$ cat src/rtl/nqc_pkg.sv
package nqc_pkg;

  localparam int CMD_W = 8;

  typedef enum logic [1:0] {
    MODE_ARRAY = 2'd0,
    MODE_IDENT = 2'd1,
    MODE_QUERY = 2'd2
  } mode_t;

  localparam logic [CMD_W-1:0] CMD_RESET  = 8'hF0;
  localparam logic [CMD_W-1:0] CMD_QUERY  = 8'h98;
  localparam logic [CMD_W-1:0] CMD_UNLK1  = 8'hAA;
  localparam logic [CMD_W-1:0] CMD_UNLK2  = 8'h55;
  localparam logic [CMD_W-1:0] CMD_IDENT  = 8'h90;

  localparam int unsigned QUERY_ADDR = 32'h055;
  localparam int unsigned UNLK_ADDR1 = 32'h555;
  localparam int unsigned UNLK_ADDR2 = 32'h2AA;

  // Query table word for a word address; zero outside the table.
  function automatic logic [15:0] query_word(input int unsigned a);
    logic [15:0] w;
    case (a)
      32'h10:  w = 16'h0051;
      32'h11:  w = 16'h0052;
      32'h12:  w = 16'h0059;
      32'h13:  w = 16'h0002;
      32'h15:  w = 16'h0040;
      default: w = 16'h0000;
    endcase
    return w;
  endfunction

  // Identification word: maker code at 0, device code at 1.
  function automatic logic [15:0] ident_word(input int unsigned a,
                                             input logic [15:0] maker,
                                             input logic [15:0] device);
    logic [15:0] w;
    case (a)
      32'h0:   w = maker;
      32'h1:   w = device;
      default: w = 16'h0000;
    endcase
    return w;
  endfunction

endpackage

$ cat src/rtl/nqc_unlock.sv
module nqc_unlock
  import nqc_pkg::*;
#(
  parameter int ADDR_W = 12
) (
  input  logic              clk,
  input  logic              rst_n,
  input  logic              clr,
  input  logic              step_en,
  input  logic [ADDR_W-1:0] wr_addr,
  input  logic [CMD_W-1:0]  wr_data,
  output logic              unlock_done
);

  typedef enum logic [1:0] {
    TRK_IDLE = 2'd0,
    TRK_ONE  = 2'd1,
    TRK_TWO  = 2'd2
  } trk_t;

  trk_t trk_q, trk_d;

  logic hit1, hit2, hit3;
  assign hit1 = (32'(wr_addr) == UNLK_ADDR1) && (wr_data == CMD_UNLK1);
  assign hit2 = (32'(wr_addr) == UNLK_ADDR2) && (wr_data == CMD_UNLK2);
  assign hit3 = (32'(wr_addr) == UNLK_ADDR1) && (wr_data == CMD_IDENT);

  assign unlock_done = step_en && (trk_q == TRK_TWO) && hit3;

  always_comb begin
    trk_d = trk_q;
    if (clr) begin
      trk_d = TRK_IDLE;
    end else if (step_en) begin
      case (trk_q)
        TRK_IDLE: trk_d = hit1 ? TRK_ONE : TRK_IDLE;
        TRK_ONE:  trk_d = hit2 ? TRK_TWO : TRK_IDLE;
        default:  trk_d = TRK_IDLE;
      endcase
    end
  end

  always_ff @(posedge clk or negedge rst_n) begin
    if (!rst_n) trk_q <= TRK_IDLE;
    else        trk_q <= trk_d;
  end

endmodule

$ cat src/rtl/nqc_mode_fsm.sv
module nqc_mode_fsm
  import nqc_pkg::*;
(
  input  logic  clk,
  input  logic  rst_n,
  input  logic  force_rst,
  input  logic  cmd_reset,
  input  logic  cmd_query,
  input  logic  unlock_done,
  output mode_t mode_q
);

  mode_t mode_d;

  always_comb begin
    mode_d = mode_q;
    if (force_rst || cmd_reset) mode_d = MODE_ARRAY;
    else if (cmd_query)         mode_d = MODE_QUERY;
    else if (unlock_done)       mode_d = MODE_IDENT;
  end

  always_ff @(posedge clk or negedge rst_n) begin
    if (!rst_n) mode_q <= MODE_ARRAY;
    else        mode_q <= mode_d;
  end

endmodule

$ cat src/rtl/nqc_read_mux.sv
module nqc_read_mux
  import nqc_pkg::*;
#(
  parameter int          ADDR_W = 12,
  parameter int          RD_W   = 16,
  parameter logic [15:0] MAKER  = 16'h0001,
  parameter logic [15:0] DEVICE = 16'h227E
) (
  input  mode_t             mode_q,
  input  logic [ADDR_W-1:0] rd_addr,
  input  logic [RD_W-1:0]   array_data,
  output logic [RD_W-1:0]   rd_data
);

  logic [15:0] tbl_q, tbl_i;
  assign tbl_q = query_word(32'(rd_addr));
  assign tbl_i = ident_word(32'(rd_addr), MAKER, DEVICE);

  always_comb begin
    case (mode_q)
      MODE_QUERY: rd_data = RD_W'(tbl_q);
      MODE_IDENT: rd_data = RD_W'(tbl_i);
      default:    rd_data = array_data;
    endcase
  end

endmodule

$ cat src/rtl/nor_query_ctrl.sv
module nor_query_ctrl
  import nqc_pkg::*;
#(
  parameter int          ADDR_W = 12,
  parameter int          RD_W   = 16,
  parameter logic [15:0] MAKER  = 16'h0001,
  parameter logic [15:0] DEVICE = 16'h227E
) (
  input  logic              clk,
  input  logic              rst_n,
  input  logic              force_rst,
  input  logic              busy,
  input  logic              wr_en,
  input  logic [ADDR_W-1:0] wr_addr,
  input  logic [7:0]        wr_data,
  input  logic [ADDR_W-1:0] rd_addr,
  input  logic [RD_W-1:0]   array_data,
  output logic [RD_W-1:0]   rd_data,
  output logic [1:0]        mode
);

  mode_t mode_q;

  // Decoded command events, brought out for the checker.
  logic cmd_reset, cmd_query, unlock_done, step_en, trk_clr;

  assign cmd_reset = wr_en && (wr_data == CMD_RESET);
  assign cmd_query = wr_en && !busy && (mode_q != MODE_QUERY) &&
                     (wr_data == CMD_QUERY) && (32'(wr_addr) == QUERY_ADDR);
  assign step_en   = wr_en && (mode_q == MODE_ARRAY) && !cmd_reset && !cmd_query;
  assign trk_clr   = force_rst || cmd_reset || cmd_query;

  nqc_unlock #(.ADDR_W(ADDR_W)) u_unlock (
    .clk         (clk),
    .rst_n       (rst_n),
    .clr         (trk_clr),
    .step_en     (step_en),
    .wr_addr     (wr_addr),
    .wr_data     (wr_data),
    .unlock_done (unlock_done)
  );

  nqc_mode_fsm u_fsm (
    .clk         (clk),
    .rst_n       (rst_n),
    .force_rst   (force_rst),
    .cmd_reset   (cmd_reset),
    .cmd_query   (cmd_query),
    .unlock_done (unlock_done),
    .mode_q      (mode_q)
  );

  nqc_read_mux #(
    .ADDR_W (ADDR_W),
    .RD_W   (RD_W),
    .MAKER  (MAKER),
    .DEVICE (DEVICE)
  ) u_mux (
    .mode_q     (mode_q),
    .rd_addr    (rd_addr),
    .array_data (array_data),
    .rd_data    (rd_data)
  );

  assign mode = mode_q;

endmodule

$ cat config.mk
export PLATFORM = sky130hd
export DESIGN_NAME = nor_query_ctrl
export DESIGN_NICKNAME = d
export VERILOG_FILES = /design/src/rtl/nqc_pkg.sv /design/src/rtl/nqc_unlock.sv /design/src/rtl/nqc_mode_fsm.sv /design/src/rtl/nqc_read_mux.sv /design/src/rtl/nor_query_ctrl.sv
export SDC_FILE = /design/constraint.sdc
export NUM_CORES = 1
export LEC_CHECK = 0
export BUFFER_PORTS_ARGS = -buffer_cell sky130_fd_sc_hd__buf_2
export CAP_MARGIN = 10
export CORE_MARGIN = 2
export CORE_UTILIZATION = 34
export CTS_CLUSTER_DIAMETER = 120
export CTS_CLUSTER_SIZE = 16
export DETAILED_ROUTE_END_ITERATION = 10
export GPL_ROUTABILITY_DRIVEN = 0
export PLACE_DENSITY = 0.82
export SLEW_MARGIN = 20
export SYNTH_ARGS = -nofsm -noshare
export SYNTH_HDL_FRONTEND = slang
export SYNTH_SLANG_ARGS = --single-unit
$ cat constraint.sdc
create_clock -name clk -period 2.4 [get_ports clk]
set_input_delay 0.48 -clock clk [delete_from_list [all_inputs] [get_ports clk]]
set_output_delay 0.48 -clock clk [all_outputs]
set_load 0.02 [all_outputs]
==> impl_metrics.ini, run 1 <==
[run_status]
status = finished, violations left
violations = negative setup slack

[power]
total_leakage_power_uw = 0.000594
p_total_uw = 275
powerDensity_nw_per_um2 = 248
ir_worst_vdd_v = 0.000255

[sta]
slew_headroom = 0.615
holdWs_ns = 0.0391
finalSetupViolCount = 7
worst_slack_ns = -0.0727
clock.fmax_ghz = 0.404
hold_viol = 0
worst_pin_slew_ns = 0.570
rsz0062_at_grt = yes
fin_crit_ns = 2.47
finClkSkew_ns = 0.0000512
report.final.slew_viol_count = 0
min_period_over_period = 1.03

[routing]
drc = 0
drt_pass1_iterations = 4
routed_wl_um = 2330
drtIter0Drc = 23
vias = 1008
viasPerCell = 5.28
routedWlPerCell_um = 12.2
postRouteAntennaNets = 0

[worst_setup_path]
reg2reg_depth = 4
r2r_setup_slack_ns = 0.66
critical_path_class = primary input to primary output
worstPathArrival_ns = 1.99
worstPathMaxFanout = 8
timing.rr.end = u_fsm.mode_q[1]
critPathLaunchType = primary input
end_kind = primary output
cp.required_ns = 1.92
worstSetupStartpoint = rd_addr[8]
rr_startpoint = u_unlock.trk_q[0]

[yosys]
synth.most_common_cell = nand2_1
syn_area_um2 = 671
synth_edf_count = 0
synth_top_area_frac = 0.149
ys_ff_latch = 4
synth.avg_cell_area_um2 = 7.37
synth_commonest_cells = nand2_1, inv_1, nor2b_1
ys_warn_count = 0
async_flop_share = 1.00
syn_inst = 91
netlist_top_cells_area = dfrtp_1, nor4bb_1, nor2b_1
synthFlopType = dfrtp_1
yosysTopAreaCell = dfrtp_1
syn_nets = 147
yosysSeqAreaShare = 0.149
ys_types = 32

[final_layout]
multi_input_area_um2 = 537
fill_cells = 184
final_util = 0.582
n_antenna_cell = 0
finalNetCount = 222
stdcell_count = 191
drive_above_1_share = 0.482
area.sequential_um2 = 100
stdcell_area_um2 = 1110
area_delta_synth_final_pct = 65.1

[worst_hold_path]
holdCritPathClass = primary input to asynchronous set/reset pin

[global_route]
top_usage_layer = met2
grt_pass1_wl_um = 3720
grt_max_degree = 16
first_global_vias = 960
met3_usage = 0.0710
antenna_found_initial = 0
grt_usage = 0.195
met2_usage = 0.375
grt-ovfl-total = 0
use_met1 = 0.190

[cts]
cts_root_buf = clkbuf_4
cts_max_level = 1
cts_buffer_depth = 2
cts_tree = yes
cts_num_sinks = 4
cts_setup_buffers = 0
clk_pin_slew_ns = 0.04
insertion_delay_ns = 0.24
hold_buffers = 0
cts_inserted_buffers = 3

[floorplanning]
ios = 71
row_count = 16
initial_core_util = 0.353
die-area_um2 = 2340
coreArea_um2 = 1900
die_w_um = 48.4
die_h_um = 48.4

[placement]
post-dp-hpwl_um = 1950
portBuffers = 70
dpl-instance-area_um2 = 1060
dp.cells = 188

[job]
maxCapViolCount = 0
sequential cells by signal, summed over array words and instances (netlist names):
| register | cells |
|---|---|
| u_fsm.mode_q | 2 |
| u_unlock.trk_q | 2 |
layout by cell type (no fill, tap or decap), types with 2 or more instances in the layout:
cell and count:
nand4_1 4, a21oi_1 4, nand2b_1 4, nor4bb_1 6, o211ai_1 3, buf_2 64
clkbuf_4 3, nor2_1 6, nor4_1 3, nor2b_1 8, or3_1 2, or4_4 2
inv_1 9, nand2_1 10, o21ai_0 4, nand3_1 3, ha_1 3, buf_6 2
dfrtp_1 4, buf_4 5
cell type report:
type	count	area share
well taps	27	0.0305
inverters	9	0.0305
multi-input cells	77	0.485
repair buffers	71	0.344
clock buffers	3	0.0203
flip-flops and latches	4	0.0904
worst max path at each step:
stage | endpoint | depth (start not counted)
floorplan | rd_data[3] | 4
global placement | rd_data[4] | 6
detailed placement | rd_data[4] | 6
global route | rd_data[4] | 6
finish | rd_data[4] | 6
CTS | rd_data[4] | 6
timing repair:
action,in CTS,in global routing
endpoints found under the setup margin,8,8
resized for setup,5,2
hold endpoints to repair,0,0
cloned,0,0
pin swaps,4,7
logic make-up after synthesis:
| kind of cell | count (synthesis) | share of synthesized area |
|---|---|---|
| buffers and inverters | 10 | 0.0560 |
| adders and majority gates | 3 | 0.0560 |
| and+or+nand+nor | 57 | 0.576 |
| AOI/OAI and AO/OA | 17 | 0.162 |
| DFF | 4 | 0.149 |
layer usage:
layer  wire (µm)  up-vias
met4          42        0
met5           0        -
met1         831      444
met3         243        4
li1            -      489
met2        1210       71
metrics by stage:
step	TNS (ns)	worst slack, ns
floorplan	0	0.0418
global placement	-0.0539	-0.0182
detailed placement	-0.344	-0.0636
CTS	-0.116	-0.0363
global route	-0.768	-0.129
finish	-0.307	-0.0727
where the power goes:
part           internal, µW  switching (µW)  total [µW]
Combinational          60.9            61.9         123
Clock                  56.0            28.3        84.3
Sequential             67.8       0.0000216        67.8
Total                   185            90.1         275
worst max-delay path, cell delays in order:
cell and delay [ns]:
buf_2 0.11, or4_4 0.54, nor4b_4 0.37, nand4_4 0.18
o211ai_1 0.13, buf_2 0.19
Power figures use the tool's default switching activity.
==> run 2, diff against run 1 <==
--- a/config.mk
+++ b/config.mk
@@ -13,7 +13,7 @@
 export CTS_CLUSTER_SIZE = 16
 export DETAILED_ROUTE_END_ITERATION = 10
 export GPL_ROUTABILITY_DRIVEN = 0
-export PLACE_DENSITY = 0.82
+export PLACE_DENSITY_LB_ADDON = 0.1
 export SLEW_MARGIN = 20
 export SYNTH_ARGS = -nofsm -noshare
 export SYNTH_HDL_FRONTEND = slang
==> run 2 against run 1 <==
The flow still finishes with violations (negative setup slack). Register-to-register slack better by 0.04 ns. Largest cell class unchanged. Highest routed layer unchanged. Global-route usage is 2.4 points lower. Sequential power hardly changed.
==> impl_metrics.ini, run 2 (synthesized netlist as in run 1, its figures left out) <==
[routing]
drt_pass1_iterations = 4
viasPerCell = 5.05
drc = 0
postRouteAntennaNets = 0
routed_wl_um = 2080
drtIter0Drc = 14
vias = 965
routedWlPerCell_um = 10.9

[sta]
report.final.slew_viol_count = 0
rsz0062_at_grt = yes
finalSetupViolCount = 6
slew_headroom = 0.595
worst_slack_ns = -0.0406
clock.fmax_ghz = 0.410
finClkSkew_ns = 0.00187
min_period_over_period = 1.02
fin_crit_ns = 2.44
hold_viol = 0
worst_pin_slew_ns = 0.599

[worst_setup_path]
crit_family = simple AND/OR/NAND/NOR gates
critPathLaunchType = primary input
end_kind = primary output
path_buf_inv = 2
cp_slowest_stage_delay_ns = 0.54
worstPathArrival_ns = 1.96
r2r_setup_slack_ns = 0.70
rr_startpoint = u_fsm.mode_q[0]
cp_slowest_cell = or4_4
worstPathMaxFanout = 8
reg2reg_depth = 6
cp.required_ns = 1.92
critical_path_class = primary input to primary output
timing.rr.end = u_unlock.trk_q[0]
cp_cell_sequence = buf_6 > or4_4 > nor4b_4 > nand4_4 > o211ai_1 > buf_4

[final_layout]
layout_common_cells = buf_2, nand2_1, inv_1, buf_4, nor2b_1
finalNetCount = 222
drive_above_1_share = 0.482
final_util = 0.588
largestRegisters = u_fsm.mode_q x2, u_unlock.trk_q x2
stdcell_count = 191
final_common_cell = buf_2
n_antenna_cell = 0
area_delta_synth_final_pct = 66.6
stdcell_area_um2 = 1120

[power]
powerDensity_nw_per_um2 = 251
p_total_uw = 280
p_sw_uw = 93.5
switching_share = 0.333
total_leakage_power_uw = 0.000605
seqPwrFrac = 0.242
power_frac_comb = 0.436
pwr-share-clk = 0.322
p_int_uw = 187
ir_worst_vdd_v = 0.000190

[placement]
post-dp-hpwl_um = 1720
post-place-ws_ns = -0.0689
dp.cells = 188
dpl-instance-area_um2 = 1060
portBuffers = 70

[cts]
cts_num_sinks = 4
cts_inserted_buffers = 3
cts_max_level = 1
cts_buffer_depth = 2
clk_pin_slew_ns = 0.04
insertion_delay_ns = 0.24
cts_tree = yes
cts_root_buf = clkbuf_4

[global_route]
antenna_found_initial = 0
grt_max_degree = 19
grt_pass1_wl_um = 3290
first_global_vias = 835
grt-ovfl-total = 0
grt_usage = 0.171

[run_status]
status = finished, violations left
violations = negative setup slack

[floorplanning]
coreArea_um2 = 1900
die-area_um2 = 2340
ios = 71
die_w_um = 48.4
die_h_um = 48.4
initial_core_util = 0.353
row_count = 16

[job]
maxCapViolCount = 0

[worst_hold_path]
holdCritPathClass = primary input to asynchronous set/reset pin
-- run 2: power groups by stage --
stage          sequential (µW)  clock, µW  combinational (µW)
2_1_floorplan             68.7          0                49.4
3_3_place_gp              68.7          0                 113
3_5_place_dp              68.7          0                 115
4_1_cts                   67.7       89.7                 119
5_1_grt                   67.7       92.2                 133
6_report                  67.7       90.4                 122
-- run 2: timing repair --
action,4_1_cts,5_1_grt
setup endpoints to repair,8,8
pin swaps,2,3
resized for setup,6,8
hold buffers,0,0
setup buffers,0,0
-- run 2: final cells by class --
cell class                      instances  area (µm²)
Clock buffer                            3        22.5
Fill cell                             181         785
Inverter                                9        33.8
Multi-Input combinational cell         77         537
Sequential cell                         4         100
Tap cell                               27        33.8
Timing Repair Buffer                   71         390
-- run 2: worst max-delay path by stage --
| stage | start | end | slack (ns) | cells after the start |
|---|---|---|---|---|
| floorplan | rd_addr[3] | rd_data[3] | 0.04 | 4 |
| global route | rd_addr[9] | rd_data[4] | -0.13 | 6 |
| detailed placement | rd_addr[3] | rd_data[3] | -0.07 | 6 |
| CTS | rd_addr[3] | rd_data[4] | -0.04 | 6 |
| global placement | rd_addr[3] | rd_data[3] | -0.04 | 6 |
| finish | rd_addr[9] | rd_data[4] | -0.04 | 6 |
-- run 2: layer usage --
layer	up-vias	routed length, µm	global-route usage
met5	-	0	0
met1	429	773	0.173
met4	0	23	0.0571
met3	5	157	0.0216
met2	46	1120	0.354
li1	485	-	-
-- run 2: worst reg2reg max path, cell delays in order (launching register included) --
cell and delay (ns):
dfrtp_1 0.36, inv_1 0.08, ha_1 0.23, nor2_1 0.12
nand2_1 0.08, o41ai_1 0.60, a21oi_1 0.09
-- run 2: metrics by stage --
stage / setup TNS [ns] / hold slack, ns
floorplan: 0 / 0.184
global placement: -0.209 / 0.283
detailed placement: -0.421 / 0.288
CTS: -0.245 / 0.0338
global route: -0.807 / 0.0396
finish: -0.121 / 0.0303
